<file path="src/rtl/adc_shift_out.sv">
module adc_shift_out #(
  parameter int DATA_W      = 16,
  parameter int CONV_CYCLES = 80,
  parameter int CLK_DIV     = 2
) (
  input  logic              clk,
  input  logic              rst_n,
  input  logic              strobe_n,
  input  logic              cs_n,
  input  logic [DATA_W-1:0] result_in,
  input  logic              tag_in,
  output logic              busy_n,
  output logic              dclk,
  output logic              sdata,
  output logic              stale_word
);
  localparam int HALVES = 2 * DATA_W;
  localparam int CW     = $clog2(CONV_CYCLES + 1);
  localparam int DW     = $clog2(CLK_DIV + 1);
  localparam int HW     = $clog2(HALVES + 1);

  logic              start_q;
  logic              tag_q;
  logic              have_word;
  logic [CW-1:0]     conv_cnt;
  logic [DW-1:0]     div_cnt;
  logic [HW-1:0]     half_cnt;
  logic [DATA_W-1:0] shreg;
  logic [DATA_W-1:0] last_word;

  wire start_req = ~(strobe_n | cs_n);
  wire fire      = start_req & ~start_q & busy_n;
  wire conv_last = conv_cnt == CW'(CONV_CYCLES - 1);
  wire tick      = div_cnt == DW'(CLK_DIV - 1);
  wire more      = half_cnt != HW'(HALVES);
  wire last_half = half_cnt == HW'(HALVES - 1);

  always_ff @(posedge clk or negedge rst_n) begin
    if (!rst_n) begin
      start_q    <= 1'b0;
      busy_n     <= 1'b1;
      dclk       <= 1'b0;
      sdata      <= 1'b0;
      stale_word <= 1'b0;
      tag_q      <= 1'b0;
      have_word  <= 1'b0;
      conv_cnt   <= '0;
      div_cnt    <= '0;
      half_cnt   <= '0;
      shreg      <= '0;
      last_word  <= '0;
    end else begin
      start_q <= start_req;
      if (fire) begin
        busy_n     <= 1'b0;
        conv_cnt   <= '0;
        div_cnt    <= '0;
        half_cnt   <= '0;
        dclk       <= 1'b0;
        shreg      <= last_word;
        sdata      <= last_word[DATA_W-1];
        tag_q      <= tag_in;
        stale_word <= ~have_word;
      end else if (!busy_n) begin
        conv_cnt <= conv_cnt + 1'b1;
        if (conv_last) begin
          busy_n    <= 1'b1;
          last_word <= result_in;
          have_word <= 1'b1;
        end
        if (more) begin
          if (tick) begin
            div_cnt  <= '0;
            half_cnt <= half_cnt + 1'b1;
            dclk     <= ~dclk;
            if (dclk) begin
              shreg <= shreg << 1;
              sdata <= last_half ? tag_q : shreg[DATA_W-2];
            end
          end else begin
            div_cnt <= div_cnt + 1'b1;
          end
        end
      end
    end
  end
endmodule

</file>
<file path="config.mk">
export PLATFORM = sky130hd
export DESIGN_NAME = adc_shift_out
export DESIGN_NICKNAME = d
export VERILOG_FILES = /design/src/rtl/adc_shift_out.sv
export SDC_FILE = /design/constraint.sdc
export NUM_CORES = 1
export LEC_CHECK = 0
export ABC_AREA = 1
export BUFFER_PORTS_ARGS = -buffer_cell sky130_fd_sc_hd__buf_4
export CORE_AREA = 2 2 75 77
export CTS_CLUSTER_DIAMETER = 80
export DETAILED_ROUTE_END_ITERATION = 7
export DIE_AREA = 0 0 77 79
export GPL_ROUTABILITY_DRIVEN = 1
export PLACE_DENSITY = 0.72
export SYNTH_ARGS = -nofsm -noshare
export SYNTH_HDL_FRONTEND = slang
export SYNTH_SLANG_ARGS = --single-unit
</file>
<file path="constraint.sdc">
create_clock -name clk -period 2.91 [get_ports clk]
set_input_delay 0.1455 -clock clk [delete_from_list [all_inputs] [get_ports clk]]
set_output_delay 0.1455 -clock clk [all_outputs]
set_load 0.01 [all_outputs]
</file>
==> results of run 1 <==
worst min-delay path, cell delays in order:
cell	delay [ns]
buf_4	0.08
nand2_1	0.04
o21ai_0	0.06
cells by family after synthesis:
kind of cell | after synthesis | synth area share
buf+inv | 34 | 0.0641
flops | 53 | 0.520
fa+ha+maj | 3 | 0.0147
compound gates | 16 | 0.0338
simple gates | 223 | 0.360
xor+xnor | 1 | 0.00343
mux | 1 | 0.00392
flip-flops by register name, summed over array words and instances, names as in the netlist, 2 cells and up:
name / cells
last_word: 16
half_cnt: 6
shreg: 15
conv_cnt: 7
div_cnt: 2
placed cells by master, fill, tap and decap left out, types with 6 or more instances in the layout:
master | Yosys | final
a21oi_1 | 6 | 6
buf_4 | 2 | 26
clkbuf_8 | 0 | 6
dfrtp_1 | 52 | 52
inv_1 | 21 | 21
nand2_1 | 170 | 170
nand3_1 | 33 | 33
nor2_1 | 13 | 13
o21ai_0 | 7 | 7
area by class of cell:
type	count	share of cell area
multi-input cells	244	0.369
inverters	22	0.0287
clock buffers	8	0.0313
well taps	72	0.0313
repair buffers	29	0.0782
flip-flops and latches	53	0.461
per-layer routing:
layer | up-vias | part of all wire | global-route usage
met1 | 940 | 0.50 | 0.246
met2 | 36 | 0.46 | 0.293
met5 | - | 0 | 0
met3 | 7 | 0.026 | 0.0273
met4 | 0 | 0.014 | 0.0643
li1 | 1074 | - | -
timing repair:
item	in CTS	in global routing
gates resized for setup	0	0
hold buffers	3	0
hold endpoints to repair	53	0
power by group through the flow:
stage                     sequential, mW  clock (mW)  combinational (mW)
after detailed placement            1.24           0               0.854
after floorplan                     1.19           0               0.674
after CTS                           1.23       0.442               0.859
after global placement              1.24           0               0.836
final                               1.23       0.429               0.848
after global routing                1.27       0.472               0.996
stage by stage:
| stage | power [mW] | area, um^2 |
|---|---|---|
| 2_1_floorplan | 1.86 | 2550 |
| 3_3_place_gp | 2.07 | 2760 |
| 3_5_place_dp | 2.10 | 2760 |
| 4_1_cts | 2.53 | 2880 |
| 5_1_grt | 2.74 | 2880 |
| 6_report | 2.51 | 2880 |
path summary, 6_finish.rpt:
kind                         startpoint       endpoint  slack (ns)  cells past startpoint
min in group asynchronous         rst_n    conv_cnt[3]        0.43                      2
min reg2reg                last_word[5]   last_word[5]        0.48                      2
max reg2reg                      busy_n       shreg[3]        0.87                      7
max in group asynchronous         rst_n  last_word[13]        2.03                      2
min                              tag_in          tag_q        0.05                      3
max                              busy_n       shreg[3]        0.87                      7
==> results.json, run 1 <==
{
  "multiInputGateArea_mm2": 0.00106,
  "critical_path_peak_fanout": 24,
  "proportion_of_netlist_area_held_by_the_largest_area_contributor": 0.509,
  "finalCriticalPeriod_ns": 2.04,
  "finalMaxSlewViolations": 0,
  "post-route-drc-count": 0,
  "gp_congestion": 0.811,
  "timing.clock.skew_ns": 0.00295,
  "path_common_cell": "nand2_1",
  "grt_util_all_layers": 0.180,
  "synth.ff_latch_count": 53,
  "clockPowerShare": 0.171,
  "regArea_mm2": 0.00133,
  "synth_most_common_cell": "nand2_1",
  "netlist-cell-type-count": 25,
  "pre_cts_slack_ns": 0.874,
  "finish.cell_count_without_fillers": 428,
  "io-pin-count": 25,
  "areaGrowthSynthToFinish_pct": 12.7,
  "worst_setup_path_end_kind": "register",
  "finish.net_count": 379,
  "postCtsSetupBuffers": 0,
  "p_sw_mw": 0.970,
  "vias_per_cell": 4.81,
  "power.density_mw_per_mm2": 871,
  "cts.sink_count": 53,
  "num_vias": 2057,
  "die_ar_mm2": 0.00608,
  "timing.critical_path.from_type": "register",
  "cts.root.buffer_cell": "clkbuf_8",
  "number_of_input_and_output_port_buffers_inserted": 24,
  "slew-limit-headroom": 0.549,
  "finalSetupViolations": 0,
  "num_antenna_cells": 0,
  "synth_fp_nets": 355,
  "grt_overflow_total": 0,
  "start_util": 0.479,
  "wire_length_of_the_first_global_routing_pass_um": 8710,
  "p_leak_nw": 1.57,
  "cts-buffers-inserted": 5,
  "finish.utilization": 0.539,
  "tritoncts": "built",
  "core-area_mm2": 0.00534,
  "dp.final_hpwl_um": 3350,
  "totalNegativeSetupSlack_ns": 0,
  "drt_first_pass_iters": 4,
  "fin_hold_ws_ns": 0.0518,
  "timing.final.hold_violations": 0,
  "cp.required_ns": 3.15,
  "timing.final.ws_setup_ns": 0.869,
  "data_arrival_at_the_endpoint_of_the_critical_path_ns": 2.29,
  "drive_above_1_share": 0.107,
  "sw_frac_of_total": 0.387,
  "row_count": 27,
  "grt_pass1_vias": 1913,
  "share_seq_of_total_power": 0.491,
  "drt_wl_total_um": 4990,
  "timing.final.crit_share": 0.701,
  "cts_max_level": 2,
  "comb_power_share": 0.338,
  "ant_nets": 0,
  "critical-path-top-delay-family": "buffers and inverters",
  "clk_latency_worst_skew_pair_ns": 0.30,
  "seq_area_frac_synth": 0.520,
  "criticalPathCategory": "reg2reg",
  "count_of_flip_flops_with_a_built_in_enable_after_synthesis": 0,
  "nFillCells": 532,
  "worst_ir_drop_vdd_uv": 377,
  "placed_cells_incl_taps": 417,
  "rsz0062_at_grt": "no",
  "yosys_warnings": 0,
  "number_of_violations_reported_at_the_end_of_detailed_routing_iteration_0": 139,
  "max_cap_violations": 0,
  "cts_buffer_depth": 2,
  "result_of_the_run": "completed",
  "netlist_top_cells_area": "dfrtp_1 51%, nand2_1 25%, nand3_1 6.5%",
  "ys_async_sr_fraction": 1.00,
  "crit_slowest_cell": "dfstp_2",
  "max_freq_mhz": 490,
  "dominantRegCellSynth": "dfrtp_1",
  "worst_hold_path_type": "in2reg",
  "clk_transition_reported_paths_ns": 0.09,
  "chip_height_um": 79,
  "chipWidth_um": 77,
  "synth.cells.most_frequent": "170 x nand2_1, 52 x dfrtp_1, 33 x nand3_1",
  "wl_per_cell_um": 11.6,
  "worst_slew_pin_slew_ns": 0.676,
  "antenna_found_initial": 0,
  "critical_path.cell_chain": "nand3_1 -> buf_4 -> inv_1 -> nand2_1 -> nand2_1 -> nand2_1 -> nand2_1",
  "crit_path_max_incr_delay_ns": 0.64,
  "netlist.top_cell.by_area": "dfrtp_1",
  "syn_area_mm2": 0.00255,
  "critical_path_buf_inv_count": 2,
  "netlist_instances": 331,
  "internal_power_mw": 1.54,
  "syn_area_per_cell_um2": 7.72,
  "pin_count_of_the_biggest_net_entering_global_routing": 54
}
Note: power is estimated with default switching activity, not from simulation.
==> run 2, diff against run 1 <==
- clock period: 2.91 -> 1.96 ns (I/O delays scaled with it)
==> run 2 against run 1 <==
Final area is 1.8% higher. Sequential power grew 47%. Clock skew increased by 0.0040 ns. Combinational power is 53% higher. Wire length fell by 1.9%. Setup slack lost 0.61 ns. Utilization grew 0.98 points.
==> results.json, run 2 (same netlist as run 1, synthesis figures left out) <==
{
  "crit_slowest_cell": "dlygate4sd3_1",
  "worst_setup_path_end_kind": "register",
  "num_vias": 2074,
  "num_antenna_cells": 0,
  "worst_hold_path_type": "in2reg",
  "drt_wl_total_um": 4890,
  "number_of_input_and_output_port_buffers_inserted": 24,
  "antenna_found_initial": 0,
  "most_common_cell_after_layout_fill_and_taps_aside": "nand2_1",
  "timing.clock.skew_ns": 0.00693,
  "core-area_mm2": 0.00534,
  "number_of_violations_reported_at_the_end_of_detailed_routing_iteration_0": 143,
  "crit_path_max_incr_delay_ns": 0.54,
  "critical_path_peak_fanout": 14,
  "slew-limit-headroom": 0.563,
  "drt_first_pass_iters": 4,
  "post-route-drc-count": 0,
  "timing.final.crit_share": 0.866,
  "pin_count_of_the_biggest_net_entering_global_routing": 54,
  "ant_nets": 0,
  "minimum_setup_slack_among_reg_to_reg_paths_ns": 0.33,
  "finalSetupViolations": 0,
  "max_freq_mhz": 589,
  "finish.net_count": 386,
  "share_seq_of_total_power": 0.485,
  "clockPowerShare": 0.167,
  "internal_power_mw": 2.31,
  "worst_slew_pin_slew_ns": 0.655,
  "timing.final.ws_setup_ns": 0.262,
  "registers.top_by_ff_count": "last_word",
  "timing.final.hold_violations": 0,
  "power.density_mw_per_mm2": 1270,
  "grt_pass1_vias": 2081,
  "vias_per_cell": 4.77,
  "drive_above_1_share": 0.124,
  "chipWidth_um": 77,
  "layout_common_cells": "170 x nand2_1, 52 x dfrtp_1, 33 x nand3_1, 33 x buf_4, 21 x inv_1",
  "largest_register_ffs": 16,
  "grt_overflow_total": 0,
  "p_sw_mw": 1.42,
  "sw_frac_of_total": 0.381,
  "clk_latency_worst_skew_pair_ns": 0.30,
  "cts_max_level": 2,
  "chip_height_um": 79,
  "cts.root.buffer_cell": "clkbuf_8",
  "rsz0062_at_grt": "no",
  "dp.final_hpwl_um": 3400,
  "finalCriticalPeriod_ns": 1.70,
  "timing.critical_path.from_type": "input pin",
  "clk_transition_reported_paths_ns": 0.09,
  "max_cap_violations": 0,
  "biggestRegsByFlops": "last_word: 16 flops, shreg: 15 flops, conv_cnt: 7 flops",
  "p_leak_nw": 1.60,
  "comb_power_share": 0.348,
  "path_common_cell": "nand2_1",
  "cp.required_ns": 2.21,
  "gp_congestion": 0.809,
  "cts-buffers-inserted": 5,
  "start_util": 0.479,
  "tritoncts": "built",
  "postCtsSetupBuffers": 0,
  "result_of_the_run": "completed",
  "finalMaxSlewViolations": 0,
  "criticalPathCategory": "in2reg",
  "io-pin-count": 25,
  "wl_per_cell_um": 11.2,
  "wire_length_of_the_first_global_routing_pass_um": 9080,
  "cts.sink_count": 53,
  "totalNegativeSetupSlack_ns": 0,
  "critical_path.cell_chain": "dlygate4sd3_1 -> buf_4 -> nor2_2 -> nand3_1 -> buf_4 -> inv_1 -> buf_4 -> nand2_1 -> nand2_1 -> nand2_1 -> nand2_1",
  "cts_buffer_depth": 2,
  "pre_cts_slack_ns": 0.355,
  "worst_ir_drop_vdd_uv": 559,
  "areaGrowthSynthToFinish_pct": 14.7,
  "grt_util_all_layers": 0.182,
  "row_count": 27,
  "die_ar_mm2": 0.00608,
  "data_arrival_at_the_endpoint_of_the_critical_path_ns": 1.94,
  "power.total_mw": 3.73
}
[run 2: changes by cell type in the layout (fill, tap and decap cells not counted)]
cell   delta
buf_4     +7
[run 2: path summary, 6_finish.rpt]
check,to,start,cells after the start
min in group asynchronous,start_q,rst_n,2
max in group asynchronous,shreg[10],rst_n,2
worst max-delay path,sdata,strobe_n,11
worst min register to register,stale_word,have_word,1
worst min-delay path,last_word[6],result_in[6],3
worst max register to register,sdata,half_cnt[0],9
[run 2: layout make-up]
class,instances,area [um^2]
clock buffer,8,90.1
fill,551,2410
inverter,22,82.6
multi-input combinational,244,1060
sequential,53,1330
tap,72,90.1
timing repair buffer,36,278
[run 2: repair_timing]
action	in CTS	in global routing
hold buffers	3	0
hold endpoints to repair	53	0
resized for setup	0	0
[run 2: critical path, delay by kind of cell]
family        cells  cell delay (ns)
buf+inv           5             1.21
simple gates      6             0.64
[run 2: routing by layer]
metal	share of wire	GRT usage	wire, um
met5	0	0	0
met4	0.0074	0.0446	36
met3	0.025	0.0307	124
met2	0.47	0.319	2310
met1	0.49	0.238	2420
[run 2: stage by stage]
step / area [um^2] / std cells / hold WS (ns) / utilization
after global routing: 2930 / 435 / 0.0163 / 0.549
after CTS: 2930 / 435 / 0.0124 / 0.549
after global placement: 2810 / 424 / 0.182 / 0.527
after floorplan: 2550 / 331 / -0.198 / -
final: 2930 / 435 / 0.0146 / 0.549
after detailed placement: 2810 / 424 / 0.175 / 0.527
[run 2: power groups by stage]
stage / clock, mW / combinational (mW) / sequential, mW
floorplan: 0 / 1.00 / 1.77
global placement: 0 / 1.27 / 1.81
detailed placement: 0 / 1.32 / 1.82
CTS: 0.641 / 1.32 / 1.81
global route: 0.694 / 1.54 / 1.86
finish: 0.624 / 1.30 / 1.81
